### config.mk
export PLATFORM = sky130hd
export DESIGN_NAME = osr_clock_detect
export DESIGN_NICKNAME = d
export VERILOG_FILES = /design/src/rtl/osr_pkg.sv /design/src/rtl/osr_ws_meter.sv /design/src/rtl/osr_ratio_classifier.sv /design/src/rtl/osr_lock_fsm.sv /design/src/rtl/osr_bclk_div.sv /design/src/rtl/osr_clock_detect.sv
export SDC_FILE = /design/constraint.sdc
export NUM_CORES = 1
export LEC_CHECK = 0
export BUFFER_PORTS_ARGS = -buffer_cell sky130_fd_sc_hd__buf_2
export CAP_MARGIN = 15
export CORE_ASPECT_RATIO = 0.7
export CORE_MARGIN = 2
export CORE_UTILIZATION = 53
export DETAILED_ROUTE_END_ITERATION = 10
export GPL_TIMING_DRIVEN = 0
export PLACE_DENSITY = 0.83
export SETUP_SLACK_MARGIN = 0.3
export SYNTH_ARGS = -nofsm -noshare
export SYNTH_HDL_FRONTEND = slang
export SYNTH_SLANG_ARGS = --single-unit
### constraint.sdc
create_clock -name clk -period 1.6 [get_ports clk]
set_clock_uncertainty 0.2 [all_clocks]
set_input_delay 0.16 -clock clk [delete_from_list [all_inputs] [get_ports clk]]
set_output_delay 0.16 -clock clk [all_outputs]
set_load 0.005 [all_outputs]
### src/rtl/osr_pkg.sv
`timescale 1ns/1ps
package osr_pkg;

  typedef enum logic [1:0] {
    RATIO_NONE = 2'd0,
    RATIO_256  = 2'd1,
    RATIO_384  = 2'd2,
    RATIO_512  = 2'd3
  } ratio_e;

  localparam logic [4:0] WORD_NONE  = 5'd0;
  localparam logic [4:0] WORD_SHORT = 5'd16;
  localparam logic [4:0] WORD_LONG  = 5'd24;

  // master clocks per sample for each ratio code
  function automatic int nominal_of(int idx);
    case (idx)
      1:       return 256;
      2:       return 384;
      3:       return 512;
      default: return 0;
    endcase
  endfunction

endpackage

### src/rtl/osr_ws_meter.sv
`timescale 1ns/1ps
module osr_ws_meter #(
  parameter int CNT_W = 11
) (
  input  logic             clk,
  input  logic             rst,
  input  logic             ws,
  output logic             ws_toggle,
  output logic [CNT_W-1:0] period,
  output logic             period_vld
);

  localparam logic [CNT_W-1:0] CNT_MAX = '1;
  localparam logic [CNT_W-1:0] CNT_ONE = {{(CNT_W-1){1'b0}}, 1'b1};

  logic             ws_q;
  logic             seen_edge;
  logic [CNT_W-1:0] cnt;
  logic             ws_rise;

  assign ws_rise   = ws & ~ws_q;
  assign ws_toggle = ws ^ ws_q;

  always_ff @(posedge clk) begin
    if (rst) begin
      ws_q       <= 1'b0;
      seen_edge  <= 1'b0;
      cnt        <= '0;
      period     <= '0;
      period_vld <= 1'b0;
    end else begin
      ws_q       <= ws;
      period_vld <= 1'b0;
      if (ws_rise) begin
        cnt       <= CNT_ONE;
        seen_edge <= 1'b1;
        if (seen_edge) begin
          period     <= cnt;
          period_vld <= 1'b1;
        end
      end else if (cnt != CNT_MAX) begin
        cnt <= cnt + 1'b1;
      end
    end
  end

endmodule

### src/rtl/osr_ratio_classifier.sv
`timescale 1ns/1ps
module osr_ratio_classifier
  import osr_pkg::*;
#(
  parameter int CNT_W = 11,
  parameter int TOL   = 2
) (
  input  logic             clk,
  input  logic             rst,
  input  logic [CNT_W-1:0] period,
  input  logic             period_vld,
  output ratio_e           cls,
  output logic             cls_vld
);

  logic [3:1] in_window;
  ratio_e     hit;

  for (genvar g = 1; g < 4; g++) begin : g_window
    localparam int NOM = nominal_of(g);
    assign in_window[g] = (int'(period) >= NOM - TOL) && (int'(period) <= NOM + TOL);
  end

  always_comb begin
    if (in_window[3])      hit = RATIO_512;
    else if (in_window[2]) hit = RATIO_384;
    else if (in_window[1]) hit = RATIO_256;
    else                   hit = RATIO_NONE;
  end

  always_ff @(posedge clk) begin
    if (rst) begin
      cls     <= RATIO_NONE;
      cls_vld <= 1'b0;
    end else begin
      cls_vld <= period_vld;
      if (period_vld) cls <= hit;
    end
  end

endmodule

### src/rtl/osr_lock_fsm.sv
`timescale 1ns/1ps
module osr_lock_fsm
  import osr_pkg::*;
(
  input  logic   clk,
  input  logic   rst,
  input  ratio_e cls,
  input  logic   cls_vld,
  output logic   locked,
  output logic   invalid,
  output ratio_e lock_ratio
);

  ratio_e cand;
  logic   cand_vld;
  logic   miss;

  always_ff @(posedge clk) begin
    if (rst) begin
      locked     <= 1'b0;
      invalid    <= 1'b0;
      lock_ratio <= RATIO_NONE;
      cand       <= RATIO_NONE;
      cand_vld   <= 1'b0;
      miss       <= 1'b0;
    end else if (cls_vld) begin
      invalid <= (cls == RATIO_NONE);
      if (!locked) begin
        if (cand_vld && cls == cand) begin
          locked     <= 1'b1;
          lock_ratio <= cls;
          miss       <= 1'b0;
        end else begin
          cand     <= cls;
          cand_vld <= (cls != RATIO_NONE);
        end
      end else if (cls == lock_ratio) begin
        miss <= 1'b0;
      end else if (miss) begin
        locked     <= 1'b0;
        lock_ratio <= RATIO_NONE;
        cand       <= RATIO_NONE;
        cand_vld   <= 1'b0;
        miss       <= 1'b0;
      end else begin
        miss <= 1'b1;
      end
    end
  end

endmodule

### src/rtl/osr_bclk_div.sv
`timescale 1ns/1ps
module osr_bclk_div #(
  parameter int DIV_NARROW = 8,
  parameter int DIV_WIDE   = 16
) (
  input  logic clk,
  input  logic rst,
  input  logic ws_toggle,
  input  logic run,
  input  logic wide,
  output logic bclk_en
);

  localparam int CW = $clog2(DIV_WIDE);

  logic [CW-1:0] phase;
  logic [CW-1:0] last;

  assign last = wide ? CW'(DIV_WIDE - 1) : CW'(DIV_NARROW - 1);

  always_ff @(posedge clk) begin
    if (rst) begin
      phase   <= '0;
      bclk_en <= 1'b0;
    end else begin
      bclk_en <= run && (phase == last);
      if (ws_toggle || phase == last) phase <= '0;
      else                            phase <= phase + 1'b1;
    end
  end

endmodule

### src/rtl/osr_clock_detect.sv
`timescale 1ns/1ps
module osr_clock_detect
  import osr_pkg::*;
#(
  parameter int CNT_W      = 11,
  parameter int TOL        = 2,
  parameter int DIV_NARROW = 8,
  parameter int DIV_WIDE   = 16
) (
  input  logic       clk,
  input  logic       rst,
  input  logic       ws,
  input  logic       ext_bclk,
  output logic       bclk_en,
  output logic [1:0] ratio_code,
  output logic       locked,
  output logic       invalid,
  output logic [4:0] word_bits
);

  logic             ws_toggle;
  logic [CNT_W-1:0] period;
  logic             period_vld;
  ratio_e           cls;
  logic             cls_vld;
  ratio_e           lock_ratio;

  osr_ws_meter #(.CNT_W(CNT_W)) u_meter (
    .clk        (clk),
    .rst        (rst),
    .ws         (ws),
    .ws_toggle  (ws_toggle),
    .period     (period),
    .period_vld (period_vld)
  );

  osr_ratio_classifier #(.CNT_W(CNT_W), .TOL(TOL)) u_class (
    .clk        (clk),
    .rst        (rst),
    .period     (period),
    .period_vld (period_vld),
    .cls        (cls),
    .cls_vld    (cls_vld)
  );

  osr_lock_fsm u_lock (
    .clk        (clk),
    .rst        (rst),
    .cls        (cls),
    .cls_vld    (cls_vld),
    .locked     (locked),
    .invalid    (invalid),
    .lock_ratio (lock_ratio)
  );

  osr_bclk_div #(.DIV_NARROW(DIV_NARROW), .DIV_WIDE(DIV_WIDE)) u_div (
    .clk       (clk),
    .rst       (rst),
    .ws_toggle (ws_toggle),
    .run       (locked && !ext_bclk),
    .wide      (lock_ratio == RATIO_512),
    .bclk_en   (bclk_en)
  );

  assign ratio_code = lock_ratio;

  always_ff @(posedge clk) begin
    if (rst)                          word_bits <= WORD_NONE;
    else if (ext_bclk)                word_bits <= WORD_LONG;
    else if (!locked)                 word_bits <= WORD_NONE;
    else if (lock_ratio == RATIO_384) word_bits <= WORD_LONG;
    else                              word_bits <= WORD_SHORT;
  end

endmodule

# Yosys cells after proc, flatten, opt, wreduce, memory -nomap -nowiden
# Cells that the tools add are included.
[word_totals]
register_bits = 46
input_bits = 4
output_inout_bits = 10
word_cells = 87
[op_classes]
addsub = 2
order_cmp = 6
eq_ne = 9
n_mux = 27
bitwise_logic = 5
n_reduce_logical = 20
[ops]
columns = ["cell", "n"]
rows = [
  ["$ge A11 B9 Y1 const B", 2],
  ["$le A11 B9 Y1 const B", 2],
  ["$mux W2", 8],
  ["$mux W1", 15],
  ["$add A11 B1 Y11 const B", 1],
  ["$ge A11 B8 Y1 const B", 1],
  ["$le A11 B10 Y1 const B", 1],
  ["$ne A11 B11 Y1 const B", 1],
  ["$mux W5", 2],
  ["$mux W4", 2],
  ["$reduce_and A4 Y1", 2],
  ["$logic_and A1 B1 Y1", 6],
  ["$reduce_bool A2 Y1", 3],
  ["$reduce_or A2 Y1", 3],
  ["$add A4 B1 Y4 const B", 1],
  ["$eq A2 B2 Y1", 2],
  ["$eq A2 B2 Y1 const B", 2],
  ["$eq A4 B4 Y1", 1],
  ["$ne A2 B2 Y1 const B", 2],
  ["$reduce_and A2 Y1", 2],
  ["$not A1 Y1", 3],
  ["$reduce_or A3 Y1", 1],
  ["$logic_not A2 Y1", 1],
  ["$ne A2 B1 Y1 const B", 1],
  ["other kinds (4)", 4],
]

# Logic depth before layout (Yosys ltp)
# Gate-level depths: netlist (run 1).
[logic_depth]
word_depth = 5
mapped_depth = 6
mapped_depth_nobuf = 5

# Modules after synthesis
# From an unflattened synthesis (run 1), not the netlist that was laid out.
[unflattened]
hier_cells = 216
area_unflattened_um2 = 1885.6
[modules_own_cells]
columns = ["module", "n_inst", "cells_per_inst", "area_each_um2", "seq_area_each_um2"]
rows = [
  ["osr_ws_meter", 1, 118, 991.0, 500.5],
  ["osr_lock_fsm", 1, 45, 409.1, 160.2],
  ["osr_ratio_classifier", 1, 22, 191.4, 60.1],
  ["osr_bclk_div", 1, 18, 190.2, 100.1],
  ["osr_clock_detect", 1, 13, 103.8, 40.0],
]

# Worst setup path after synthesis (run 1)
# OpenSTA, ideal clock, no wires.
[synth_timing]
path_kind = "reg-to-reg"
start = "register u_meter.cnt[0]"
end = "register u_meter.cnt[1]"
setup_ps = 124
arrival_ps = 1300
required_time_ps = 1276
slack_ps = -24
stages_incl_launch_ff = 6
n_path_buf = 0
period_less_slack_ps = 1624
cell_sequence = "dfxtp_1 > ha_1 > nand3_1 > nor3_4 > mux2i_1 > nor2_1"
[synth_via]
elab_chain_cells = 1
elab_cells_between_ends = 2
cone_classes = "1 x add/sub; 1 x eq/ne"
[synth_lines]
columns = ["item", "line_no", "rtl"]
rows = [
  ["from (decl)", "osr_ws_meter.sv:18", "logic [CNT_W-1:0] cnt;"],
  ["from (signal assigned)", "osr_ws_meter.sv:42", "cnt <= cnt + 1'b1;"],
  ["$add A11 B1 Y11 or $ne A11 B11 Y1 (tied branches)", "osr_ws_meter.sv:42, osr_ws_meter.sv:41", ""],
]
# Parallel ways exist; a longest one is shown, timed or not.
# A chain may end at the register's enable or synchronous reset.

# Worst setup path after layout (run 1)
[layout_timing]
start = "register u_meter.cnt[7]"
end = "register u_meter.cnt[2]"
[layout_via]
elab_chain_cells = 1
[layout_lines]
columns = ["item", "line_no", "rtl"]
rows = [
  ["$ne A11 B11 Y1", "osr_ws_meter.sv:41", "end else if (cnt != CNT_MAX) begin"],
]
# Every way passes these cells.

==> results of run 1 <==
worst paths after layout:
path                     startpoint                 to  slack (ns)
setup / recovery     u_meter.cnt[7]     u_meter.cnt[2]       -0.03
hold reg to reg   u_meter.period[0]  u_meter.period[0]        0.28
hold / removal                  rst      u_div.bclk_en        0.09
setup reg to reg     u_meter.cnt[7]     u_meter.cnt[2]       -0.03
cells by family after synthesis:
kind of cell,Yosys count
other,1
XOR/XNOR,10
flip-flops,43
multiplexers,2
adder cells (fa/ha/maj),3
buffers and inverters,19
AND/OR/NAND/NOR,99
AO/OA/AOI/OAI,47
layout by cell type (no fill, tap or decap), drive strengths merged, types with 2 or more instances in the layout:
cell,netlist,routed
a21oi,21,21
a311oi,3,3
a211o,2,2
dfxtp,43,43
a21boi,3,3
nor2,27,27
nor3b,2,2
xor2,2,2
buf,5,50
dlygate4sd3,0,2
xnor2,8,8
a31oi,5,5
nand4b,3,3
nor2b,3,3
conb,1,3
or2,2,2
mux2i,2,2
or3,2,2
nand4,6,6
nor3,3,3
ha,3,3
and3,2,2
o21a,3,3
nand2,31,31
o21ai,5,5
clkbuf,8,10
nand2b,3,3
nand3,11,11
inv,6,6
a2bb2oi,2,2
layer usage:
layer | track usage, % | vias up
li1 | - | 875
met1 | 33.1 | 906
met2 | 37.4 | 52
met3 | 5.81 | 5
met4 | 6.14 | 0
met5 | 0 | -
through the flow:
step                      TNS (ns)  hold WS (ns)  area (um^2)  cells
after floorplan                  0        0.0758         2020    226
after global placement    -0.00556         0.204         2120    285
after detailed placement   -0.0417         0.210         2120    285
after CTS                        0        0.0865         2570    315
after global routing        -0.306         0.126         2870    327
final                      -0.0555        0.0942         2870    327
worst register-to-register path, stage by stage (launching register included):
cell     delay (ns)
dfxtp_2        0.33
buf_6          0.09
nand4_1        0.22
buf_4          0.24
o31ai_4        0.18
xor2_1         0.20
nor2_1         0.07
power breakdown:
part           switching [uW]  total [uW]  internal [uW]
Clock                     390         950            560
Sequential               26.5        1110           1080
Combinational             107         221            114
Total                     524        2280           1760
timing repair:
| action | CTS | global route |
|---|---|---|
| setup endpoints to repair | 32 | 33 |
| cloned | 1 | 0 |
| gates resized for setup | 39 | 60 |
| endpoints found under the hold margin | 4 | 0 |
| buffers inserted | 19 | 12 |
| pin swaps | 27 | 28 |
| hold buffers | 2 | 0 |
cell type report:
cell class | instances | area (um^2)
inverters | 6 | 22.5
clock inverters | 2 | 37.5
fillers | 203 | 597
flip-flops and latches | 43 | 910
multi-input cells | 164 | 1300
well taps | 50 | 62.6
clock buffers | 6 | 93.8
repair buffers | 43 | 324
plain buffers | 13 | 124
registers in the layout, summed over array words and instances (netlist names), 2 cells and up:
register	flops
u_class.cls	2
u_lock.cand	2
u_lock.lock_ratio	2
u_meter.cnt	11
u_div.phase	4
word_bits	2
u_meter.period	11
==> load_flow_metrics.sql, run 1 <==
INSERT INTO impl_metrics (metric_group, metric, value, unit) VALUES
('status', 'status', 'finished, violations left', ''),
('status', 'violations', 'negative setup slack', ''),
('drt', 'wl_per_cell', '16.2', 'um'),
('yosys', 'proportion_of_synthesized_flip_flops_having_asynchronous_set_or_reset', '0', '%'),
('yosys', 'synth-compound-area-share', '15.6', '%'),
('setup_path', 'cp_data_arrival_time', '1.62', 'ns'),
('run', 'max_cap_violations', '0', ''),
('global_routing', 'grt_antenna_before_repair', '0', ''),
('yosys', 'synthesis.instances', '224', ''),
('yosys', 'synthMostInstantiatedCell', 'dfxtp_1', ''),
('drt', 'initialDrtViolationCount', '169', ''),
('sta', 'tightest_slew', '0.669', 'ns'),
('sta', 'fmax', '614', 'MHz'),
('yosys', 'synth.top_cell.area_share', '45.6', '%'),
('die', 'core_area', '3470', 'um^2'),
('placement', 'hpwl', '2750', 'um'),
('drt', 'drcViolationCount', '0', ''),
('power_and_ir_drop', 'finalPower', '2280', 'uW'),
('yosys', 'post_synth.cell_area_avg', '8.43', 'um^2'),
('placement', 'place_ws', '-0.0378', 'ns'),
('die', 'placementRows', '18', ''),
('global_routing', 'globalRouteTotalUtil', '23.8', '%'),
('power_and_ir_drop', 'irDropWorstVdd', '616', 'uV'),
('setup_path', 'path_delay_family', 'flip-flops', ''),
('setup_path', 'timing.critical_path.from_type', 'register', ''),
('setup_path', 'critical_path_depth', '6', ''),
('clock_tree', 'tritoncts_num_sinks', '43', ''),
('global_routing', 'grt.overflow.total', '0', ''),
('global_routing', 'grt_first_pass_wirelength', '7160', 'um'),
('clock_tree', 'clock_latency', '0.29', 'ns'),
('yosys', 'synthTopCellsByCount', 'dfxtp_1 (43), nand2_1 (31), nor2_1 (27)', ''),
('die', 'die_area', '4070', 'um^2'),
('sta', 'timing_max_transition_violations_final', '0', ''),
('setup_path', 'timing.critical_path.cells', 'buf_6 -> nand4_1 -> buf_4 -> o31ai_4 -> xor2_1 -> nor2_1', ''),
('yosys', 'synthAdderAreaFrac', '1.99', '%'),
('finish', 'antenna_cells_inserted', '0', ''),
('yosys', 'sequential_fraction_of_the_synthesis_area', '45.6', '%'),
('finish', 'post-route-util', '82.8', '%'),
('setup_path', 'maximum_fanout_encountered_on_the_critical_timing_path', '3', ''),
('clock_tree', 'cts_tree', 'built', ''),
('die', 'chipWidth', '75.4', 'um'),
('placement', 'numPortBuffers', '9', ''),
('drt', 'met2_length', '2720', 'um'),
('setup_path', 'cp_data_required_time', '1.59', 'ns'),
('drt', 'detailroute.wirelength.met3', '240', 'um'),
('finish', 'fin_nets', '283', ''),
('global_routing', 'first_global_vias', '1564', ''),
('die', 'start_util', '54.5', '%'),
('sta', 'final.min_clock_period', '1.63', 'ns'),
('yosys', 'synthXorXnorAreaFrac', '4.64', '%'),
('sta', 'number_of_setup_violations_in_the_final_report', '3', ''),
('drt', 'detail_route.wirelength', '5300', 'um'),
('sta', 'grt_setup_unrepaired', 'yes', ''),
('sta', 'ratio_of_final_minimum_period_to_clock_period', '102', '%'),
('yosys', 'synth.area.top_cells', 'dfxtp_1 (46%), nand2_1 (6.2%), a21oi_1 (5.6%)', ''),
('drt', 'drt-pass1-iter-count', '4', ''),
('clock_tree', 'cts.reportedPaths.clkPinSlew', '0.09', 'ns'),
('sta', 'setup_ws', '-0.0274', 'ns'),
('yosys', 'muxShareOfSynthArea', '1.06', '%'),
('yosys', 'synthesis.area', '1890', 'um^2'),
('clock_tree', 'ctsHtreeMaxLevel', '2', ''),
('sta', 'final-hold-violation-count', '0', ''),
('clock_tree', 'clock_tree.root_cell', 'clkbuf_8', ''),
('drt', 'route.vias.total', '1838', ''),
('setup_path', 'timing.critical_path.buf_inv', '2', ''),
('worst_hold_path', 'worst_hold_path_type', 'input port to register', ''),
('setup_path', 'critPathMaxStageDelay', '0.33', 'ns'),
('drt', 'met1_length', '2310', 'um'),
('finish', 'area_growth_syn_to_layout', '52.0', '%'),
('sta', 'slew_headroom', '55.4', '%'),
('yosys', 'synthDistinctLibCells', '41', '');
Power figures use the tool's default switching activity.
==> inputs of run 2 (changes only) <==
BUFFER_PORTS_ARGS = -buffer_cell sky130_fd_sc_hd__clkbuf_2   (was -buffer_cell sky130_fd_sc_hd__buf_2)
==> load_flow_metrics.sql, run 2 (synthesis gave the netlist of run 1 again) <==
INSERT INTO impl_metrics (metric_group, metric, value, unit) VALUES
('status', 'status', 'finished, violations left', ''),
('status', 'violations', 'negative setup slack', ''),
('power_and_ir_drop', 'finalPower', '2250', 'uW'),
('global_routing', 'globalRouteTotalUtil', '25.0', '%'),
('die', 'die_outline_height', '54.0', 'um'),
('setup_path', 'critPathMaxStageDelay', '0.33', 'ns'),
('setup_path', 'timing.critical_path.from_type', 'register', ''),
('setup_path', 'path_delay_family', 'compound AO/OA/AOI/OAI gates', ''),
('finish', 'mostFrequentLayoutCells', 'nor2_1 (22), dfxtp_1 (21), nand2_1 (18), buf_4 (17), a21oi_2 (16)', ''),
('setup_path', 'critPathKind', 'register to register', ''),
('clock_tree', 'ctsHtreeMaxLevel', '2', ''),
('global_routing', 'grt_first_pass_wirelength', '7350', 'um'),
('clock_tree', 'cts_tree', 'built', ''),
('global_routing', 'busiest_layer', 'met2', ''),
('sta', 'final-hold-violation-count', '0', ''),
('die', 'top_level_pins', '14', ''),
('drt', 'wl_per_cell', '18.1', 'um'),
('clock_tree', 'cts_buffers', '5', ''),
('drt', 'ant_nets', '0', ''),
('sta', 'tightest_slew', '0.656', 'ns'),
('worst_hold_path', 'worst_hold_path_type', 'input port to register', ''),
('sta', 'timing_max_transition_violations_final', '0', ''),
('clock_tree', 'tritoncts_num_sinks', '43', ''),
('placement', 'numPortBuffers', '9', ''),
('finish', 'final_common_cell', 'nor2_1', ''),
('worst_hold_path', 'hold_start', 'ws', ''),
('setup_path', 'cp_data_required_time', '1.62', 'ns'),
('setup_path', 'cp_data_arrival_time', '1.63', 'ns'),
('finish', 'post-route-cell-area', '2950', 'um^2'),
('clock_tree', 'clock_latency', '0.31', 'ns'),
('setup_path', 'cp_slowest_cell', 'dfxtp_2', ''),
('setup_path', 'cp-end-kind', 'register', ''),
('sta', 'final.min_clock_period', '1.61', 'ns'),
('finish', 'area_growth_syn_to_layout', '56.1', '%'),
('drt', 'initialDrtViolationCount', '114', ''),
('drt', 'drt-pass1-iter-count', '4', ''),
('drt', 'route.vias.total', '1875', ''),
('finish', 'fin_nets', '277', ''),
('sta', 'ratio_of_final_minimum_period_to_clock_period', '101', '%'),
('global_routing', 'met3_usage', '7.30', '%'),
('run', 'max_cap_violations', '0', ''),
('power_and_ir_drop', 'power_leakage', '0.00113', 'uW'),
('setup_path', 'timing.critical_path.from', 'u_meter.period[1]', ''),
('placement', 'place_congestion', '0.752', ''),
('clock_tree', 'cts_max_path_buffers', '2', ''),
('setup_path', 'timing.critical_path.cells', 'a211o_1 -> nor4_4 -> nand4b_1 -> a311oi_1', ''),
('finish', 'antenna_cells_inserted', '0', ''),
('global_routing', 'first_global_vias', '1596', ''),
('global_routing', 'largest_net_degree_at_the_start_of_global_routing', '14', ''),
('power_and_ir_drop', 'power_per_cell_area', '762', 'nW/um^2'),
('drt', 'drcViolationCount', '0', ''),
('die', 'die_area', '4070', 'um^2'),
('die', 'chipWidth', '75.4', 'um'),
('finish', 'reg.largest.list', 'u_meter.cnt x11, u_meter.period x11, u_div.phase x4', ''),
('finish', 'share_of_cells_above_drive_strength_1', '52.0', '%'),
('sta', 'fmax', '621', 'MHz'),
('setup_path', 'timing.critical_path.buf_inv', '0', ''),
('power_and_ir_drop', 'irDropWorstVdd', '616', 'uV'),
('placement', 'dpl_cell_area', '2120', 'um^2'),
('global_routing', 'use_met1', '32.5', '%'),
('global_routing', 'grt.overflow.total', '0', ''),
('sta', 'number_of_setup_violations_in_the_final_report', '2', ''),
('clock_tree', 'cts.reportedPaths.clkPinSlew', '0.08', 'ns'),
('drt', 'drt-vias-per-instance', '5.84', ''),
('placement', 'hpwl', '2660', 'um'),
('die', 'core_area', '3470', 'um^2'),
('clock_tree', 'clock_tree.root_cell', 'clkbuf_8', ''),
('setup_path', 'maximum_fanout_encountered_on_the_critical_timing_path', '3', ''),
('sta', 'setup_ws', '-0.0115', 'ns'),
('global_routing', 'grt_antenna_before_repair', '0', ''),
('setup_path', 'crit-reg2reg-launch', 'u_meter.period[1]', ''),
('die', 'start_util', '54.5', '%'),
('finish', 'post-route-util', '85.0', '%'),
('sta', 'grt_setup_unrepaired', 'yes', ''),
('die', 'placementRows', '18', ''),
('drt', 'detail_route.wirelength', '5820', 'um'),
('sta', 'slew_headroom', '56.3', '%'),
('global_routing', 'grtUsageMet2', '39.1', '%');
==> run 2: cell count changes in the layout (fill, tap and decap cells not counted), moves of 2 or more <==
cell	delta
buf_4	-13
buf_2	-9
clkbuf_2	+9
a21oi_1	-5
a21oi_2	+5
buf_6	+5
nand2_4	+5
nand2_2	-3
clkbuf_8	+2
nand2_1	-2
==> run 2: through the flow <==
stage	instances	setup slack (ns)	setup TNS, ns	hold slack [ns]
floorplan	226	0.151	0	0.0758
global placement	285	0.000718	0	0.206
detailed placement	285	-0.0456	-0.0979	0.210
CTS	317	-0.0274	-0.0274	0.0738
global route	321	-0.0772	-0.259	0.128
finish	321	-0.0115	-0.0141	0.0924
==> run 2: worst reg2reg max path: cells and delay by family (launching register included) <==
kind / cells / cell delay (ns)
AOI/OAI and AO/OA: 2 / 0.60
DFF: 1 / 0.33
and+or+nand+nor: 2 / 0.39
==> run 2: per-layer routing <==
| metal | wire length (um) | share of wire (%) |
|---|---|---|
| met1 | 2470 | 43 |
| met2 | 2810 | 48 |
| met3 | 405 | 7.0 |
| met4 | 127 | 2.2 |
| met5 | 0 | 0 |
==> run 2: layout make-up <==
type / instances / area [um^2]
clock inverter: 2 / 35.0
tap: 50 / 62.6
fill: 174 / 519
timing repair buffer: 37 / 323
sequential: 43 / 911
inverter: 6 / 22.5
multi-input combinational: 164 / 1390
clock buffer: 6 / 82.6
buffer: 13 / 123
==> run 2: what timing repair did <==
item,in CTS,in global routing
endpoints found under the hold margin,3,0
hold buffers,2,0
gates resized for setup,54,66
endpoints found under the setup margin,32,33
pin swaps,28,36
buffers inserted,22,3
gates cloned,0,1
==> run 2: power breakdown <==
| part | switching (uW) | internal, uW |
|---|---|---|
| clock network | 401 | 505 |
| logic | 112 | 114 |
| registers | 31.6 | 1080 |
==> run 2: final timing paths <==
| check | to | slack [ns] | cells after the start |
|---|---|---|---|
| max | u_class.cls[0] | -0.01 | 4 |
| min | u_div.phase[2] | 0.09 | 3 |
| max reg2reg | u_class.cls[0] | -0.01 | 4 |
| min reg2reg | u_meter.period[9] | 0.30 | 2 |
==> inputs of run 3 (changes only) <==
CORE_UTILIZATION = 58   (was 53)
PLACE_DENSITY = 0.86   (was 0.83)
SETUP_SLACK_MARGIN = not set   (was 0.3)
clock period = 1.65 ns   (was 1.6 ns; I/O delays follow)
==> load_flow_metrics.sql, run 3 (synthesis gave the netlist of run 1 again) <==
INSERT INTO impl_metrics (metric_group, metric, value, unit) VALUES
('sta', 'slew_headroom', '65.3', '%'),
('finish', 'cell_count_final_fillers_out', '283', ''),
('placement', 'place_ws', '-0.175', 'ns'),
('global_routing', 'first_global_vias', '1349', ''),
('finish', 'share_of_cells_above_drive_strength_1', '19.6', '%'),
('drt', 'detail_route.wirelength', '3930', 'um'),
('placement', 'dp_cells', '273', ''),
('clock_tree', 'clock_tree.root_cell', 'clkbuf_8', ''),
('finish', 'seqCellArea', '880', 'um^2'),
('worst_hold_path', 'worst_hold_path_type', 'input port to register', ''),
('clock_tree', 'tritoncts_num_sinks', '43', ''),
('finish', 'area_of_the_multi_input_gates', '996', 'um^2'),
('placement', 'numPortBuffers', '9', ''),
('drt', 'initialDrtViolationCount', '160', ''),
('sta', 'timing_max_transition_violations_final', '0', ''),
('drt', 'drt-pass1-iter-count', '7', ''),
('sta', 'final.min_clock_period', '1.62', 'ns'),
('clock_tree', 'cts_max_path_buffers', '2', ''),
('drt', 'wl_per_cell', '13.9', 'um'),
('clock_tree', 'cts_buffers', '5', ''),
('global_routing', 'grt_first_pass_wirelength', '6380', 'um'),
('die', 'placementRows', '17', ''),
('power_and_ir_drop', 'power_leakage', '0.000767', 'uW'),
('clock_tree', 'cts_tree', 'built', ''),
('global_routing', 'busiest_layer', 'met2', ''),
('setup_path', 'critPathKind', 'register to register', ''),
('die', 'core_area', '3130', 'um^2'),
('sta', 'final-hold-violation-count', '0', ''),
('drt', 'drt-vias-per-instance', '5.54', ''),
('clock_tree', 'ctsHtreeMaxLevel', '2', ''),
('setup_path', 'maximum_fanout_encountered_on_the_critical_timing_path', '8', ''),
('sta', 'tightest_slew', '0.521', 'ns'),
('finish', 'antenna_cells_inserted', '0', ''),
('drt', 'drcViolationCount', '0', ''),
('setup_path', 'cp_data_arrival_time', '1.60', 'ns'),
('sta', 'fmax', '617', 'MHz'),
('finish', 'fin_nets', '251', ''),
('status', 'status', 'completed', ''),
('global_routing', 'met3_usage', '5.23', '%'),
('die', 'chipWidth', '72.2', 'um'),
('die', 'die_area', '3740', 'um^2'),
('sta', 'grt_setup_unrepaired', 'yes', ''),
('placement', 'hpwl', '2530', 'um'),
('finish', 'mostFrequentLayoutCells', 'dfxtp_1 (32), nand2_1 (31), nor2_1 (27), a21oi_1 (21)', ''),
('sta', 'ratio_of_final_minimum_period_to_clock_period', '98.3', '%'),
('drt', 'ant_nets', '0', ''),
('placement', 'place_congestion', '0.846', ''),
('die', 'die_outline_height', '51.8', 'um'),
('finish', 'post-route-util', '69.7', '%'),
('finish', 'final_common_cell', 'dfxtp_1', ''),
('global_routing', 'globalRouteTotalUtil', '22.2', '%'),
('clock_tree', 'cts.reportedPaths.clkPinSlew', '0.08', 'ns'),
('sta', 'setup_ws', '0.0288', 'ns'),
('die', 'top_level_pins', '14', ''),
('clock_tree', 'clock_latency', '0.29', 'ns'),
('power_and_ir_drop', 'power_per_cell_area', '850', 'nW/um^2'),
('sta', 'number_of_setup_violations_in_the_final_report', '0', ''),
('finish', 'area_growth_syn_to_layout', '15.4', '%'),
('power_and_ir_drop', 'finalPower', '1850', 'uW'),
('run', 'max_cap_violations', '0', ''),
('finish', 'reg.largest.list', 'u_meter.cnt x11, u_meter.period x11, u_div.phase x4', ''),
('finish', 'fillers', '265', ''),
('global_routing', 'grtUsageMet2', '33.3', '%'),
('global_routing', 'use_met1', '32.0', '%'),
('global_routing', 'grt.overflow.total', '0', ''),
('global_routing', 'largest_net_degree_at_the_start_of_global_routing', '14', ''),
('setup_path', 'cp_data_required_time', '1.63', 'ns'),
('die', 'start_util', '60.4', '%'),
('drt', 'route.vias.total', '1568', ''),
('setup_path', 'cp-end-kind', 'register', ''),
('power_and_ir_drop', 'irDropWorstVdd', '645', 'uV'),
('setup_path', 'timing.critical_path.from_type', 'register', ''),
('global_routing', 'grt_antenna_before_repair', '0', '');
run 3: changes by cell type in the layout (fill, tap and decap cells not counted), moves of 7 or more:
cell     before  now
nand2_4       9    0
a21oi_1       4   21
buf_4        17    7
dfxtp_1      21   32
buf_6        11    1
dfxtp_4       9    2
nand2_1      18   31
a21oi_2      16    0
run 3: repair_timing:
action / in CTS / in global routing
setup buffers: 2 / 2
hold buffers: 2 / 0
hold endpoints to repair: 3 / 0
resized for setup: 3 / 21
pin swaps: 1 / 8
endpoints found under the setup margin: 6 / 22
run 3: layout make-up:
type / count / share of cell area [%]
buffer: 9 / 2.47
clock buffer: 6 / 3.33
clock inverter: 2 / 0.574
inverter: 6 / 1.03
multi-input combinational: 164 / 45.7
sequential: 43 / 40.4
tap: 38 / 2.18
timing repair buffer: 15 / 4.36
run 3: path summary, 6_finish.rpt:
| check | endpoint | start | slack (ns) | cells after the start |
|---|---|---|---|---|
| worst min-delay path | u_div.bclk_en | rst | 0.08 | 3 |
| worst max register to register | u_meter.cnt[1] | u_meter.cnt[7] | 0.03 | 5 |
| worst max-delay path | u_meter.cnt[1] | u_meter.cnt[7] | 0.03 | 5 |
| worst min register to register | u_div.phase[0] | u_div.phase[0] | 0.25 | 1 |
run 3: power breakdown:
part	total, uW	internal (uW)	leakage (uW)	switching [uW]
clock	650	296	0.0000412	354
combinational	119	52.4	0.000371	66.6
sequential	1080	1060	0.000355	24.8
run 3: worst max-delay path: stages, from the launching register on:
cell and delay, ns:
dfxtp_2 0.33, buf_6 0.11, nand4_1 0.19, nor3_4 0.40, mux2i_1 0.23, nor2_1 0.05
run 3: routing by layer:
metal | part of all wire [%] | vias up
met2 | 44 | 44
met3 | 5.7 | 2
met1 | 50 | 712
met5 | 0 | -
met4 | 0.36 | 0
li1 | - | 810
run 3: metrics by stage:
| step | area (um^2) | TNS [ns] | hold WS (ns) |
|---|---|---|---|
| 2_1_floorplan | 1900 | 0 | 0.0808 |
| 3_3_place_gp | 1990 | -0.382 | 0.208 |
| 3_5_place_dp | 1990 | -0.573 | 0.203 |
| 4_1_cts | 2120 | 0 | 0.0773 |
| 5_1_grt | 2180 | -0.155 | 0.0826 |
| 6_report | 2180 | 0 | 0.0832 |
